`src/rtl/uart_fe_pkg.sv`:
```
package uart_fe_pkg;

  typedef enum logic [1:0] {
    PAR_ODD   = 2'd0,
    PAR_EVEN  = 2'd1,
    PAR_SPACE = 2'd2,
    PAR_MARK  = 2'd3
  } par_mode_e;

  typedef enum logic [2:0] {
    ST_IDLE  = 3'd0,
    ST_START = 3'd1,
    ST_DATA  = 3'd2,
    ST_PAR   = 3'd3,
    ST_STOP  = 3'd4
  } ser_state_e;

  typedef struct packed {
    logic      w8;
    logic      two_stop;
    logic      par_en;
    par_mode_e mode;
  } frame_cfg_t;

  // Parity bit for a data word under a given width and mode
  function automatic logic parity_bit(input logic [7:0] d, input logic w8,
                                      input par_mode_e m);
    logic ones;
    ones = w8 ? ^d : ^d[6:0];
    unique case (m)
      PAR_ODD:   parity_bit = ~ones;
      PAR_EVEN:  parity_bit = ones;
      PAR_SPACE: parity_bit = 1'b0;
      default:   parity_bit = 1'b1;
    endcase
  endfunction

endpackage

```
`src/rtl/uart_fe_tx.sv`:
```
module uart_fe_tx
  import uart_fe_pkg::*;
#(
  parameter int OVERSAMPLE = 8
) (
  input  logic       clk,
  input  logic       rst_n,
  input  logic       tick,
  input  frame_cfg_t cfg,
  input  logic [7:0] in_data,
  input  logic       in_valid,
  output logic       in_ready,
  output logic       ser
);

  localparam int PH_W = $clog2(OVERSAMPLE);
  localparam logic [PH_W-1:0] PH_LAST = PH_W'(OVERSAMPLE - 1);

  ser_state_e      st_q, st_d;
  logic [PH_W-1:0] ph_q, ph_d;
  logic [2:0]      idx_q, idx_d;
  logic [7:0]      sh_q, sh_d;
  frame_cfg_t      cfg_q, cfg_d;
  logic            par_q, par_d;
  logic            stop2_q, stop2_d;
  logic [2:0]      last_idx;

  assign last_idx = cfg_q.w8 ? 3'd7 : 3'd6;

  always_comb begin
    st_d    = st_q;
    ph_d    = ph_q;
    idx_d   = idx_q;
    sh_d    = sh_q;
    cfg_d   = cfg_q;
    par_d   = par_q;
    stop2_d = stop2_q;
    if (st_q == ST_IDLE) begin
      if (in_valid) begin
        sh_d    = in_data;
        cfg_d   = cfg;
        par_d   = parity_bit(in_data, cfg.w8, cfg.mode);
        ph_d    = '0;
        idx_d   = '0;
        stop2_d = 1'b0;
        st_d    = ST_START;
      end
    end else if (tick) begin
      if (ph_q != PH_LAST) begin
        ph_d = ph_q + 1'b1;
      end else begin
        ph_d = '0;
        unique case (st_q)
          ST_START: begin
            st_d  = ST_DATA;
            idx_d = '0;
          end
          ST_DATA: begin
            if (idx_q == last_idx) st_d = cfg_q.par_en ? ST_PAR : ST_STOP;
            else                   idx_d = idx_q + 3'd1;
          end
          ST_PAR: st_d = ST_STOP;
          ST_STOP: begin
            if (cfg_q.two_stop && !stop2_q) stop2_d = 1'b1;
            else                            st_d    = ST_IDLE;
          end
          default: st_d = ST_IDLE;
        endcase
      end
    end
  end

  always_ff @(posedge clk or negedge rst_n) begin
    if (!rst_n) begin
      st_q    <= ST_IDLE;
      ph_q    <= '0;
      idx_q   <= '0;
      sh_q    <= '0;
      cfg_q   <= '0;
      par_q   <= 1'b0;
      stop2_q <= 1'b0;
    end else begin
      st_q    <= st_d;
      ph_q    <= ph_d;
      idx_q   <= idx_d;
      sh_q    <= sh_d;
      cfg_q   <= cfg_d;
      par_q   <= par_d;
      stop2_q <= stop2_d;
    end
  end

  always_comb begin
    unique case (st_q)
      ST_START: ser = 1'b0;
      ST_DATA:  ser = sh_q[idx_q];
      ST_PAR:   ser = par_q;
      default:  ser = 1'b1;
    endcase
  end

  assign in_ready = (st_q == ST_IDLE);

  // an accepted byte makes the block busy and puts out the start bit
  p_accept_start_r5: assert property (@(posedge clk) disable iff (!rst_n)
    (in_valid && in_ready) |=> (!in_ready && !ser));

  // the bit phase only moves on a tick
  p_phase_hold_r2: assert property (@(posedge clk) disable iff (!rst_n)
    (!in_ready && !tick) |=> $stable(ph_q));

endmodule

```
`src/rtl/uart_fe_rx.sv`:
```
module uart_fe_rx
  import uart_fe_pkg::*;
#(
  parameter int OVERSAMPLE = 8
) (
  input  logic       clk,
  input  logic       rst_n,
  input  logic       tick,
  input  logic       cfg_w8,
  input  logic       cfg_par_en,
  input  par_mode_e  cfg_mode,
  input  logic       line,
  output logic [7:0] out_data,
  output logic       out_valid,
  output logic       out_par_err,
  output logic       out_frm_err,
  output logic       out_break
);

  localparam int PH_W = $clog2(OVERSAMPLE);
  localparam logic [PH_W-1:0] PH_LAST = PH_W'(OVERSAMPLE - 1);
  localparam logic [PH_W-1:0] PH_MID  = PH_W'(OVERSAMPLE / 2 - 1);

  ser_state_e      st_q, st_d;
  logic [PH_W-1:0] ph_q, ph_d;
  logic [2:0]      idx_q, idx_d;
  logic [7:0]      buf_q, buf_d;
  logic            w8_q, w8_d, pen_q, pen_d;
  par_mode_e       mode_q, mode_d;
  logic            psmp_q, psmp_d;
  logic            hi_q, hi_d;
  logic [7:0]      od_q, od_d;
  logic            ov_q, ov_d, ope_q, ope_d, ofe_q, ofe_d, obk_q, obk_d;
  logic [2:0]      last_idx;

  assign last_idx = w8_q ? 3'd7 : 3'd6;

  always_comb begin
    st_d   = st_q;
    ph_d   = ph_q;
    idx_d  = idx_q;
    buf_d  = buf_q;
    w8_d   = w8_q;
    pen_d  = pen_q;
    mode_d = mode_q;
    psmp_d = psmp_q;
    hi_d   = hi_q;
    od_d   = od_q;
    ov_d   = 1'b0;
    ope_d  = ope_q;
    ofe_d  = ofe_q;
    obk_d  = obk_q;
    if (st_q == ST_IDLE) begin
      if (tick && !line) begin
        st_d = ST_START;
        ph_d = '0;
      end
    end else if (st_q == ST_START) begin
      if (tick) begin
        if (ph_q != PH_MID) begin
          ph_d = ph_q + 1'b1;
        end else if (line) begin
          st_d = ST_IDLE;
        end else begin
          st_d   = ST_DATA;
          ph_d   = '0;
          idx_d  = '0;
          buf_d  = '0;
          hi_d   = 1'b0;
          w8_d   = cfg_w8;
          pen_d  = cfg_par_en;
          mode_d = cfg_mode;
        end
      end
    end else if (tick) begin
      if (ph_q != PH_LAST) begin
        ph_d = ph_q + 1'b1;
      end else begin
        ph_d = '0;
        unique case (st_q)
          ST_DATA: begin
            buf_d[idx_q] = line;
            hi_d         = hi_q | line;
            if (idx_q == last_idx) st_d = pen_q ? ST_PAR : ST_STOP;
            else                   idx_d = idx_q + 3'd1;
          end
          ST_PAR: begin
            psmp_d = line;
            hi_d   = hi_q | line;
            st_d   = ST_STOP;
          end
          default: begin
            od_d  = buf_q;
            ov_d  = 1'b1;
            ope_d = pen_q && (psmp_q != parity_bit(buf_q, w8_q, mode_q));
            ofe_d = !line;
            obk_d = !line && !hi_q;
            st_d  = ST_IDLE;
          end
        endcase
      end
    end
  end

  always_ff @(posedge clk or negedge rst_n) begin
    if (!rst_n) begin
      st_q   <= ST_IDLE;
      ph_q   <= '0;
      idx_q  <= '0;
      buf_q  <= '0;
      w8_q   <= 1'b1;
      pen_q  <= 1'b0;
      mode_q <= PAR_ODD;
      psmp_q <= 1'b0;
      hi_q   <= 1'b0;
      od_q   <= '0;
      ov_q   <= 1'b0;
      ope_q  <= 1'b0;
      ofe_q  <= 1'b0;
      obk_q  <= 1'b0;
    end else begin
      st_q   <= st_d;
      ph_q   <= ph_d;
      idx_q  <= idx_d;
      buf_q  <= buf_d;
      w8_q   <= w8_d;
      pen_q  <= pen_d;
      mode_q <= mode_d;
      psmp_q <= psmp_d;
      hi_q   <= hi_d;
      od_q   <= od_d;
      ov_q   <= ov_d;
      ope_q  <= ope_d;
      ofe_q  <= ofe_d;
      obk_q  <= obk_d;
    end
  end

  assign out_data    = od_q;
  assign out_valid   = ov_q;
  assign out_par_err = ope_q;
  assign out_frm_err = ofe_q;
  assign out_break   = obk_q;

  // one strobe per character
  p_valid_pulse_r7: assert property (@(posedge clk) disable iff (!rst_n)
    out_valid |=> !out_valid);

  // seven-bit characters carry a zero top bit
  p_seven_bit_r7: assert property (@(posedge clk) disable iff (!rst_n)
    (out_valid && !w8_q) |-> !out_data[7]);

  // a break is also a framing error on an all-zero byte
  p_break_frame_r10: assert property (@(posedge clk) disable iff (!rst_n)
    (out_valid && out_break) |-> (out_frm_err && out_data == 8'h00));

endmodule

```
`src/rtl/uart_frame_engine.sv`:
```
module uart_frame_engine
  import uart_fe_pkg::*;
#(
  parameter int OVERSAMPLE  = 8,
  parameter int SYNC_STAGES = 2
) (
  input  logic       clk,
  input  logic       rst_n,
  input  logic       tick,
  input  logic       cfg_data8,
  input  logic       cfg_two_stop,
  input  logic       cfg_par_en,
  input  logic [1:0] cfg_par_mode,
  input  logic       cfg_loopback,
  input  logic       cfg_break,
  input  logic [7:0] tx_data,
  input  logic       tx_valid,
  output logic       tx_ready,
  output logic       txd,
  input  logic       rxd,
  output logic [7:0] rx_data,
  output logic       rx_valid,
  output logic       rx_par_err,
  output logic       rx_frm_err,
  output logic       rx_break
);

  // reset: asserted asynchronously, released on a clock edge
  logic [1:0] rst_sh_q;
  logic       rst_s_n;
  always_ff @(posedge clk or negedge rst_n) begin
    if (!rst_n) rst_sh_q <= 2'b00;
    else        rst_sh_q <= {rst_sh_q[0], 1'b1};
  end
  assign rst_s_n = rst_sh_q[1];

  // input synchroniser for the external line
  logic [SYNC_STAGES-1:0] rx_sync_q;
  generate
    if (SYNC_STAGES == 1) begin : g_sync1
      always_ff @(posedge clk or negedge rst_s_n) begin
        if (!rst_s_n) rx_sync_q <= '1;
        else          rx_sync_q <= rxd;
      end
    end else begin : g_syncn
      always_ff @(posedge clk or negedge rst_s_n) begin
        if (!rst_s_n) rx_sync_q <= '1;
        else          rx_sync_q <= {rx_sync_q[SYNC_STAGES-2:0], rxd};
      end
    end
  endgenerate

  frame_cfg_t cfg;
  assign cfg = '{w8: cfg_data8, two_stop: cfg_two_stop, par_en: cfg_par_en,
                 mode: par_mode_e'(cfg_par_mode)};

  logic tx_ser, line_int, rx_line, txd_q;

  uart_fe_tx #(.OVERSAMPLE(OVERSAMPLE)) u_tx (
    .clk      (clk),
    .rst_n    (rst_s_n),
    .tick     (tick),
    .cfg      (cfg),
    .in_data  (tx_data),
    .in_valid (tx_valid),
    .in_ready (tx_ready),
    .ser      (tx_ser)
  );

  assign line_int = cfg_break ? 1'b0 : tx_ser;
  assign rx_line  = cfg_loopback ? line_int : rx_sync_q[SYNC_STAGES-1];

  always_ff @(posedge clk or negedge rst_s_n) begin
    if (!rst_s_n) txd_q <= 1'b1;
    else          txd_q <= cfg_loopback ? 1'b1 : line_int;
  end
  assign txd = txd_q;

  uart_fe_rx #(.OVERSAMPLE(OVERSAMPLE)) u_rx (
    .clk         (clk),
    .rst_n       (rst_s_n),
    .tick        (tick),
    .cfg_w8      (cfg_data8),
    .cfg_par_en  (cfg_par_en),
    .cfg_mode    (par_mode_e'(cfg_par_mode)),
    .line        (rx_line),
    .out_data    (rx_data),
    .out_valid   (rx_valid),
    .out_par_err (rx_par_err),
    .out_frm_err (rx_frm_err),
    .out_break   (rx_break)
  );

  // the pin stays idle while loopback has been on for a cycle
  p_loop_idle_r11: assert property (@(posedge clk) disable iff (!rst_s_n)
    (cfg_loopback && $past(cfg_loopback)) |-> txd);

  // nothing is received while the reset is being released
  p_reset_quiet_r1: assert property (@(posedge clk)
    !rst_s_n |-> !rx_valid);

endmodule

```
`config.mk`:
```
export PLATFORM = sky130hd
export DESIGN_NAME = uart_frame_engine
export DESIGN_NICKNAME = d
export VERILOG_FILES = /design/src/rtl/uart_fe_pkg.sv /design/src/rtl/uart_fe_tx.sv /design/src/rtl/uart_fe_rx.sv /design/src/rtl/uart_frame_engine.sv
export SDC_FILE = /design/constraint.sdc
export NUM_CORES = 1
export LEC_CHECK = 0
export ABC_AREA = 1
export BUFFER_PORTS_ARGS = -buffer_cell sky130_fd_sc_hd__buf_2
export CAP_MARGIN = 20
export CORE_AREA = 2 2 91 93
export DETAILED_ROUTE_END_ITERATION = 6
export DIE_AREA = 0 0 93 95
export GPL_ROUTABILITY_DRIVEN = 0
export PLACE_DENSITY = 0.75
export SKIP_CTS_REPAIR_TIMING = 1
export SYNTH_ARGS = -nofsm -noshare
export SYNTH_HDL_FRONTEND = slang
export SYNTH_SLANG_ARGS = --single-unit
export TNS_END_PERCENT = 1
```
`constraint.sdc`:
```
create_clock -name clk -period 2.05 [get_ports clk]
set_clock_uncertainty 0.1 [all_clocks]
set_input_delay 0 -clock clk [delete_from_list [all_inputs] [get_ports clk]]
set_output_delay 0 -clock clk [all_outputs]
set_load 0.005 [all_outputs]
```
==> results_dict.tcl, run 1 <==
set metrics [dict create \
    final_cells 598 \
    r2r_setup_slack_ns 0.15 \
    clock_sinks 62 \
    dieArea_um2 8840 \
    ys_top_cells_by_count "nand2_1, dfrtp_1, inv_1" \
    worst_setup_path_start_kind "flip-flop" \
    first_pass_iters 5 \
    post_synth_instance_area_um2 3380 \
    setup_viol 0 \
    r2r_end "u_rx.st_q[2]$_DFFE_PN0P_" \
    grt_max_degree 39 \
    grt-ovfl-total 0 \
    via_per_inst 4.85 \
    grt_usage 0.165 \
    status "finished with violations" \
    slew_viol_final 0 \
    min_period_ns 1.90 \
    slowest_delay_ns 0.43 \
    cp_max_fo 7 \
    area_growth_pct 21.1 \
    syn_avg_cell_area_um2 7.99 \
    drive_gt1_frac 0.189 \
    cts_max_level 3 \
    synth_edf_count 0 \
    hold_viol_final 1 \
    worstHoldPathCells 5 \
    syn_inst 423 \
    yosysMostFrequentCell "nand2_1" \
    hold_path.class "in2reg" \
    p_per_area_nw_per_um2 1030 \
    fp.dieW_um 93 \
    placementRows 33 \
    clk_latency_ns 0.33 \
    dp_hpwl_um 4950 \
    clk_path_buf_depth 2 \
    drt_iter0_drc 115 \
    drc 0 \
    path_buf_inv 2 \
    worstPathCellList "nor2_2 > inv_2 > nor2_4 > inv_2 > a2111oi_4 > nand2_1 > nand2_1 > nand2_1" \
    end_kind "flip-flop" \
    postRouteAntennaNets 0 \
    cpMaxStageDelayCell "a2111oi_4" \
    critical_path_class "reg2reg" \
    synth_flop_cell "dfrtp_1" \
    max_freq_mhz 526 \
    die_h_um 95 \
    r2r-start "u_rx.st_q[1]$_DFFE_PN0P_" \
    grt_pass1_vias 2670 \
    fin_nets 516 \
    synth_area_leader_cell "dfrtp_1" \
    hold_start "tx_valid" \
    fin_area_um2 4100 \
    cp_data_arrival_time_ns 2.03 \
    async_flop_share 1.00 \
    p_leak_nw 2.15 \
    cts_buffers 9 \
    synth_fp_nets 451 \
    seq_area_frac_synth 0.460 \
    cts-root-buf "clkbuf_8" \
    nFillCells 750 \
    pin_count 34 \
    crit_top_cell "nand2_1" \
    synthTopCellsByArea "dfrtp_1, nand2_1, nand3_1" \
    yosys_warnings 0 \
    reg2reg_depth 8 \
    grt_pass1_wl_um 11600 \
    tns_ns 0 \
    portBuffers 33 \
    drv_cap 0 \
    vias 2898 \
    clk_pin_slew_worst_paths_ns 0.06 \
    violations "negative hold slack" \
    path_delay_family "simple AND/OR/NAND/NOR gates" \
    synth-seq-cells 62 \
    synth.top_cell.area_share 0.429 \
    cts_tree "yes" \
    synth_cell_types 39 \
    final-seq-area_um2 1560 \
    placed_cells 555 \
    core-area_um2 7930 \
    drt_wl_total_um 6960 \
    start_util 0.426 \
    worst_pin_slew_ns 0.530 \
    holdWs_ns -0.0159 \
    min_period_over_period 0.928 \
    multi_input_area_um2 1580 \
    place_area_um2 3660 \
    rsz0062_at_grt "no" \
    vdd_drop_max_uv 294 \
    n_antenna_cell 0 \
    hold_end "u_tx.ph_q[1]$_DFFE_PN0P_" \
    cp.required_ns 2.18 \
    slew-limit-headroom 0.647 \
    antenna_found_initial 0 \
    wl_per_cell_um 11.6 \
]
==> per-layer routing <==
metal,GRT usage,part of all wire,vias up
met5,0,0,-
met4,0.0919,0.030,0
met3,0.0287,0.034,20
met2,0.271,0.47,66
met1,0.205,0.46,1321
li1,-,-,1491
==> cells in the final DEF, fill, tap and decap left out, drive strengths merged <==
cell type	synthesis	routed
nand3	42	42
buf	8	45
clkinv	0	2
o21ai	30	30
nor3	8	8
xor2	8	8
o31ai	1	1
clkbuf	3	14
a21boi	1	1
a2111oi	1	1
o211ai	1	1
inv	54	54
xnor2	6	6
o21a	1	1
a31oi	2	2
conb	1	1
ha	8	8
nand2	132	133
a21oi	6	6
dfrtp	58	58
nor2	25	25
a211oi	3	3
dfstp	4	4
nand4	13	13
or2	7	7
dlygate4sd3	0	19
==> cells by family after synthesis <==
| group | synth area share |
|---|---|
| and+or+nand+nor | 0.307 |
| buffers and inverters | 0.0799 |
| DFF | 0.460 |
| AOI/OAI and AO/OA | 0.0859 |
| xor gates and xnor gates | 0.0363 |
| adders and majority gates | 0.0296 |
| other | 0.00111 |
==> worst max path at each step <==
stage / from / end / slack, ns / cells after the start
after global placement: u_tx.idx_q[0]$_DFFE_PN0P_ / u_rx.idx_q[1]$_DFFE_PN0P_ / 0.06 / 12
after detailed placement: u_tx.idx_q[0]$_DFFE_PN0P_ / u_rx.idx_q[0]$_DFFE_PN0P_ / 0.03 / 12
after floorplan: rst_sh_q[1]$_DFF_PN0_ / u_rx.buf_q[0]$_DFFE_PN0P_ / 0.10 / 0
after CTS: u_tx.idx_q[0]$_DFFE_PN0P_ / u_rx.idx_q[0]$_DFFE_PN0P_ / 0.02 / 12
final: u_rx.st_q[1]$_DFFE_PN0P_ / u_rx.st_q[2]$_DFFE_PN0P_ / 0.15 / 8
after global routing: u_rx.st_q[1]$_DFFE_PN0P_ / u_rx.idx_q[0]$_DFFE_PN0P_ / 0.02 / 9
==> final cells by class <==
cell class | instances | area share
Tap cell | 105 | 0.0321
Timing Repair Buffer | 64 | 0.112
Inverter | 54 | 0.0501
Sequential cell | 62 | 0.381
Multi-Input combinational cell | 297 | 0.386
Clock inverter | 2 | 0.00244
Clock buffer | 14 | 0.0373
==> report_power, final <==
| part | switching [mW] | internal, mW |
|---|---|---|
| combinational | 0.934 | 0.612 |
| sequential | 0.250 | 1.54 |
| clock | 0.434 | 0.469 |
| total | 1.62 | 2.62 |
==> tightest hold or removal path, cell delays in order <==
cell and delay [ns]:
buf_2 0.07, nand2_1 0.07, nand2_1 0.10, nand3_1 0.07, nand2_1 0.06
==> stage by stage <==
stage               worst slack, ns  total power, mW  hold WS [ns]  utilization
floorplan                     0.103             2.95        -0.396            -
global placement             0.0572             3.23        -0.315        0.462
global route                 0.0169             4.61        0.0261        0.517
finish                        0.148             4.24       -0.0159        0.517
detailed placement           0.0312             3.30        -0.312        0.462
CTS                          0.0217             4.21        -0.672        0.482
Note: power is estimated with default switching activity, not from simulation.
==> run 2, diff against run 1 <==
--- a/config.mk
+++ b/config.mk
@@ -12,8 +12,7 @@
 export DETAILED_ROUTE_END_ITERATION = 6
 export DIE_AREA = 0 0 93 95
 export GPL_ROUTABILITY_DRIVEN = 0
-export PLACE_DENSITY = 0.75
-export SKIP_CTS_REPAIR_TIMING = 1
+export PLACE_DENSITY = 0.72
 export SYNTH_ARGS = -nofsm -noshare
 export SYNTH_HDL_FRONTEND = slang
 export SYNTH_SLANG_ARGS = --single-unit
==> constraint.sdc (replaced) <==
create_clock -name clk -period 2.3 [get_ports clk]
set_clock_uncertainty 0.1 [all_clocks]
set_input_delay 0 -clock clk [delete_from_list [all_inputs] [get_ports clk]]
set_output_delay 0 -clock clk [all_outputs]
set_load 0.005 [all_outputs]
==> run 2 against run 1 <==
Against the previous run:
- highest routed layer unchanged
- clock-buffer cell count is 1 higher
- setup slack better by 0.082 ns
- wire length is 3.4% higher
- the run now ends clean
==> results_dict.tcl, run 2 (same netlist as run 1, synthesis figures left out) <==
set metrics [dict create \
    status "finished clean" \
    worst_pin_slew_ns 0.542 \
    swShare 0.376 \
    n_antenna_cell 0 \
    p_per_area_nw_per_um2 977 \
    rsz0062_at_grt "no" \
    clock_sinks 62 \
    drv_cap 0 \
    end_kind "flip-flop" \
    drc 0 \
    p_switching_mw 1.49 \
    cts_tree "yes" \
    cp_max_fo 15 \
    grt-ovfl-total 0 \
    placementRows 33 \
    tns_ns 0 \
    crit_start "u_rx.st_q[1]$_DFFE_PN0P_" \
    critical_path_class "reg2reg" \
    worst_setup_path_start_kind "flip-flop" \
    min_period_ns 2.07 \
    pin_count 34 \
    r2r-start "u_rx.st_q[1]$_DFFE_PN0P_" \
    min_period_over_period 0.900 \
    drt_wl_total_um 7200 \
    drt_iter0_drc 137 \
    fin_nets 509 \
    postCtsSetupRepairBufs 0 \
    grt_usage 0.180 \
    via_per_inst 4.87 \
    area_growth_pct 19.7 \
    dieArea_um2 8840 \
    max_freq_mhz 483 \
    antenna_found_initial 0 \
    clk_latency_ns 0.34 \
    nFillCells 740 \
    start_util 0.426 \
    drive_gt1_frac 0.171 \
    setup_viol 0 \
    cp_data_arrival_time_ns 2.20 \
    grt_max_degree 27 \
    dp_hpwl_um 5180 \
    p_leak_nw 2.11 \
    cp.required_ns 2.43 \
    cts_max_level 3 \
    fp.dieW_um 93 \
    clk_path_buf_depth 2 \
    hold_viol_final 0 \
    p_comb_frac 0.349 \
    hold_path.class "reg2async" \
    p_int_mw 2.46 \
    clockPowerShare 0.245 \
    final-seq-area_um2 1560 \
    r2r_setup_slack_ns 0.23 \
    core-area_um2 7930 \
    final_cell_mix "nand2_1, dfrtp_1, inv_1" \
    slew-limit-headroom 0.639 \
    grt_pass1_vias 2892 \
    portBuffers 33 \
    first_pass_iters 4 \
    seqPwrFrac 0.406 \
    vias 2879 \
    wl_per_cell_um 12.2 \
    layout_commonest_cell "nand2_1" \
    slew_viol_final 0 \
    postRouteAntennaNets 0 \
    clk_pin_slew_worst_paths_ns 0.07 \
    final_core_util 0.510 \
    cts-root-buf "clkbuf_8" \
    grt_pass1_wl_um 12700 \
    multi_input_area_um2 1550 \
    cts_buffers 9 \
    die_h_um 95 \
    vdd_drop_max_uv 384 \
]
==> run 2: cell count changes in the layout (fill, tap and decap cells not counted), sizes merged <==
cell,previous run,this run
buf,45,38
clkinv,2,0
bufinv,0,1
clkbuf,14,15
dlygate4sd3,19,20
nand2,133,132
==> run 2: metrics by stage <==
step | cells | hold WS, ns | area (um^2) | total power, mW | worst slack (ns)
2_1_floorplan | 423 | -0.396 | 3380 | 2.63 | 0.353
3_3_place_gp | 555 | -0.314 | 3650 | 2.88 | 0.303
3_5_place_dp | 555 | -0.311 | 3650 | 2.96 | 0.260
4_1_cts | 591 | 0.147 | 4050 | 3.98 | 0.240
5_1_grt | 591 | 0.209 | 4050 | 4.27 | 0.0642
6_report | 591 | 0.155 | 4050 | 3.95 | 0.230
==> run 2: worst paths after layout <==
path,cells past startpoint,end
setup / recovery,9,u_rx.buf_q[4]$_DFFE_PN0P_
hold / removal,0,u_tx.st_q[1]$_DFFE_PN0P_
setup reg to reg,9,u_rx.buf_q[4]$_DFFE_PN0P_
hold reg to reg,0,u_tx.st_q[1]$_DFFE_PN0P_
max in group asynchronous,1,rx_sync_q[0]$_DFF_PN1_
min in group clk,6,u_rx.ph_q[1]$_DFFE_PN0P_
==> run 2: repair_timing <==
item	4_1_cts	5_1_grt
hold buffers	20	0
resized for setup	0	0
endpoints found under the hold margin	22	0
endpoints found under the setup margin	0	0
==> run 2: layer usage <==
layer	up-vias	wire, um	track usage
met4	0	206	0.107
met3	18	195	0.0247
li1	1470	-	-
met5	-	0	0
met1	1338	3570	0.233
met2	53	3230	0.287
==> run 2: worst max-delay path, stage by stage, from the launching register on <==
cell and delay (ns):
dfrtp_1 0.40, nor2_2 0.18, inv_2 0.10, nor2_8 0.21, nand2_2 0.13, a211oi_4 0.41, buf_4 0.22, nand3_1 0.08
nand2_1 0.08, nand2_1 0.04
==> run 2: power groups by stage <==
stage	Clock (mW)	Sequential, mW	Combinational, mW
floorplan	0	1.55	1.08
global placement	0	1.60	1.28
detailed placement	0	1.61	1.35
CTS	0.990	1.60	1.39
global route	1.03	1.64	1.60
finish	0.968	1.60	1.38
==> run 2: layout make-up <==
class                   count  area share
clock buffers              15      0.0411
inverters                  54      0.0501
clock inverters             1     0.00742
well taps                 105      0.0325
multi-input cells         296       0.384
repair buffers             58      0.0996
flip-flops and latches     62       0.385
==> run 3, diff against run 2 <==
==> constraint.sdc (replaced) <==
create_clock -name clk -period 2.3 [get_ports clk]
set_clock_uncertainty 0.1 [all_clocks]
set_input_delay 0.23 -clock clk [delete_from_list [all_inputs] [get_ports clk]]
set_output_delay 0.23 -clock clk [all_outputs]
set_load 0.005 [all_outputs]
==> run 3 against run 2 <==
Against the previous run:
- critical path depth did not move
- setup slack improved by 0.0037 ns
- combinational power barely moved
- maximum frequency rose by 0.18%
- hold slack got worse by 0.14 ns
- sequential power barely moved
- non-clock buffer count fell by 17
- power fell by 0.75%
- die area did not move
- first-iteration DRC count fell by 4.4%
- core utilization fell by 2.1 points
- critical path type unchanged
- largest cell class unchanged
==> results_dict.tcl, run 3 (same netlist as run 1, synthesis figures left out) <==
set metrics [dict create \
    worst_setup_path_start_kind "flip-flop" \
    path_buf_inv 2 \
    pin_count 34 \
    clk_pin_slew_worst_paths_ns 0.07 \
    grt_pass1_wl_um 12300 \
    clockPowerShare 0.247 \
    clock_sinks 62 \
    antenna_found_initial 0 \
    portBuffers 33 \
    cts_tree "yes" \
    seqPwrFrac 0.409 \
    via_per_inst 4.87 \
    rsz0062_at_grt "no" \
    p_comb_frac 0.345 \
    drive_gt1_frac 0.177 \
    path_delay_family "simple AND/OR/NAND/NOR gates" \
    postCtsSetupRepairBufs 0 \
    drc 0 \
    cpMaxStageDelayCell "a211oi_4" \
    area_growth_pct 14.6 \
    vdd_drop_max_uv 382 \
    status "finished clean" \
    cts_max_level 3 \
    min_period_ns 2.07 \
    cts_resized 0 \
    cp_data_arrival_time_ns 2.19 \
    p_int_mw 2.44 \
    setup_viol 0 \
    p_per_area_nw_per_um2 1010 \
    p_switching_mw 1.48 \
    cp_max_fo 15 \
    start_util 0.426 \
    clk_path_buf_depth 2 \
    cts_buffers 9 \
    drt_wl_total_um 7010 \
    crit_top_cell "nand2_1" \
    slowest_delay_ns 0.41 \
    placed_cells 555 \
    end_kind "flip-flop" \
    swShare 0.377 \
    grt-ovfl-total 0 \
    tns_ns 0 \
    wl_per_cell_um 12.2 \
    slew_viol_final 0 \
    max_freq_mhz 484 \
    grt_usage 0.175 \
    fp.dieW_um 93 \
    dieArea_um2 8840 \
    core-area_um2 7930 \
    cts-root-buf "clkbuf_8" \
    n_antenna_cell 0 \
    layout_commonest_cell "nand2_1" \
    grt_max_degree 27 \
    worst_pin_slew_ns 0.541 \
    critical_path_class "reg2reg" \
    final_cells 574 \
    p_leak_nw 2.04 \
    holdWs_ns 0.0143 \
    clk_latency_ns 0.34 \
    hold_path.class "in2reg" \
    min_period_over_period 0.898 \
    cp.required_ns 2.43 \
    nFillCells 759 \
    worstPathCellList "nor2_2 > inv_2 > nor2_8 > nand2_2 > a211oi_4 > buf_4 > nand3_1 > nand2_1 > nand2_1" \
    drv_cap 0 \
    first_pass_iters 4 \
    postRouteAntennaNets 0 \
    final_core_util 0.489 \
    drt_iter0_drc 131 \
    fin_nets 492 \
    hold_viol_final 0 \
    cts_hold_buf 3 \
    final_cell_mix "nand2_1, dfrtp_1, inv_1" \
    dp_hpwl_um 5180 \
    placementRows 33 \
    grt_pass1_vias 2793 \
    vias 2796 \
    die_h_um 95 \
    slew-limit-headroom 0.640 \
]
[run 3: path summary, 6_finish.rpt]
check | slack, ns | start | cells after the start | endpoint
max in group asynchronous | 1.26 | rst_sh_q[1]$_DFF_PN0_ | 1 | rx_sync_q[0]$_DFF_PN1_
min in group asynchronous | 0.10 | rst_n | 2 | rst_sh_q[1]$_DFF_PN0_
hold reg to reg | 0.15 | rst_sh_q[1]$_DFF_PN0_ | 0 | u_tx.cfg_q[3]$_DFFE_PN0P_
hold / removal | 0.01 | tx_data[0] | 3 | u_tx.sh_q[0]$_DFFE_PN0P_
setup reg to reg | 0.23 | u_rx.st_q[1]$_DFFE_PN0P_ | 9 | u_rx.buf_q[4]$_DFFE_PN0P_
setup / recovery | 0.23 | u_rx.st_q[1]$_DFFE_PN0P_ | 9 | u_rx.buf_q[4]$_DFFE_PN0P_
[run 3: per-layer routing]
layer  track usage  routed length [um]  vias up  share of wire
li1              -                   -     1437              -
met1         0.227                3460     1297           0.49
met2         0.281                3180       45           0.45
met3        0.0231                 171       17          0.024
met4         0.103                 196        0          0.028
met5             0                   0        -              0
[run 3: power groups by stage]
| stage | logic (mW) | clock network, mW | registers [mW] |
|---|---|---|---|
| finish | 1.35 | 0.967 | 1.60 |
| global route | 1.57 | 1.03 | 1.64 |
| CTS | 1.36 | 0.990 | 1.60 |
| detailed placement | 1.35 | 0 | 1.61 |
| global placement | 1.28 | 0 | 1.60 |
| floorplan | 1.08 | 0 | 1.55 |
[run 3: final cells by class]
cell class,instances,area [um^2],area share
repair buffers,41,233,0.0601
well taps,105,131,0.0339
inverters,54,203,0.0523
multi-input cells,296,1550,0.401
clock buffers,15,166,0.0429
clock inverters,1,30.0,0.00775
flip-flops and latches,62,1560,0.402
[run 3: through the flow]
step	area, um^2	setup WS [ns]	power, mW
after floorplan	3380	0.353	2.63
after global placement	3650	0.303	2.88
after detailed placement	3650	0.260	2.96
after CTS	3870	0.240	3.95
after global routing	3870	0.0642	4.24
final	3870	0.234	3.92
[run 3: tightest hold or removal path, cell delays in order]
cell     delay, ns
buf_2         0.10
nand2_1       0.05
nand2_1       0.05
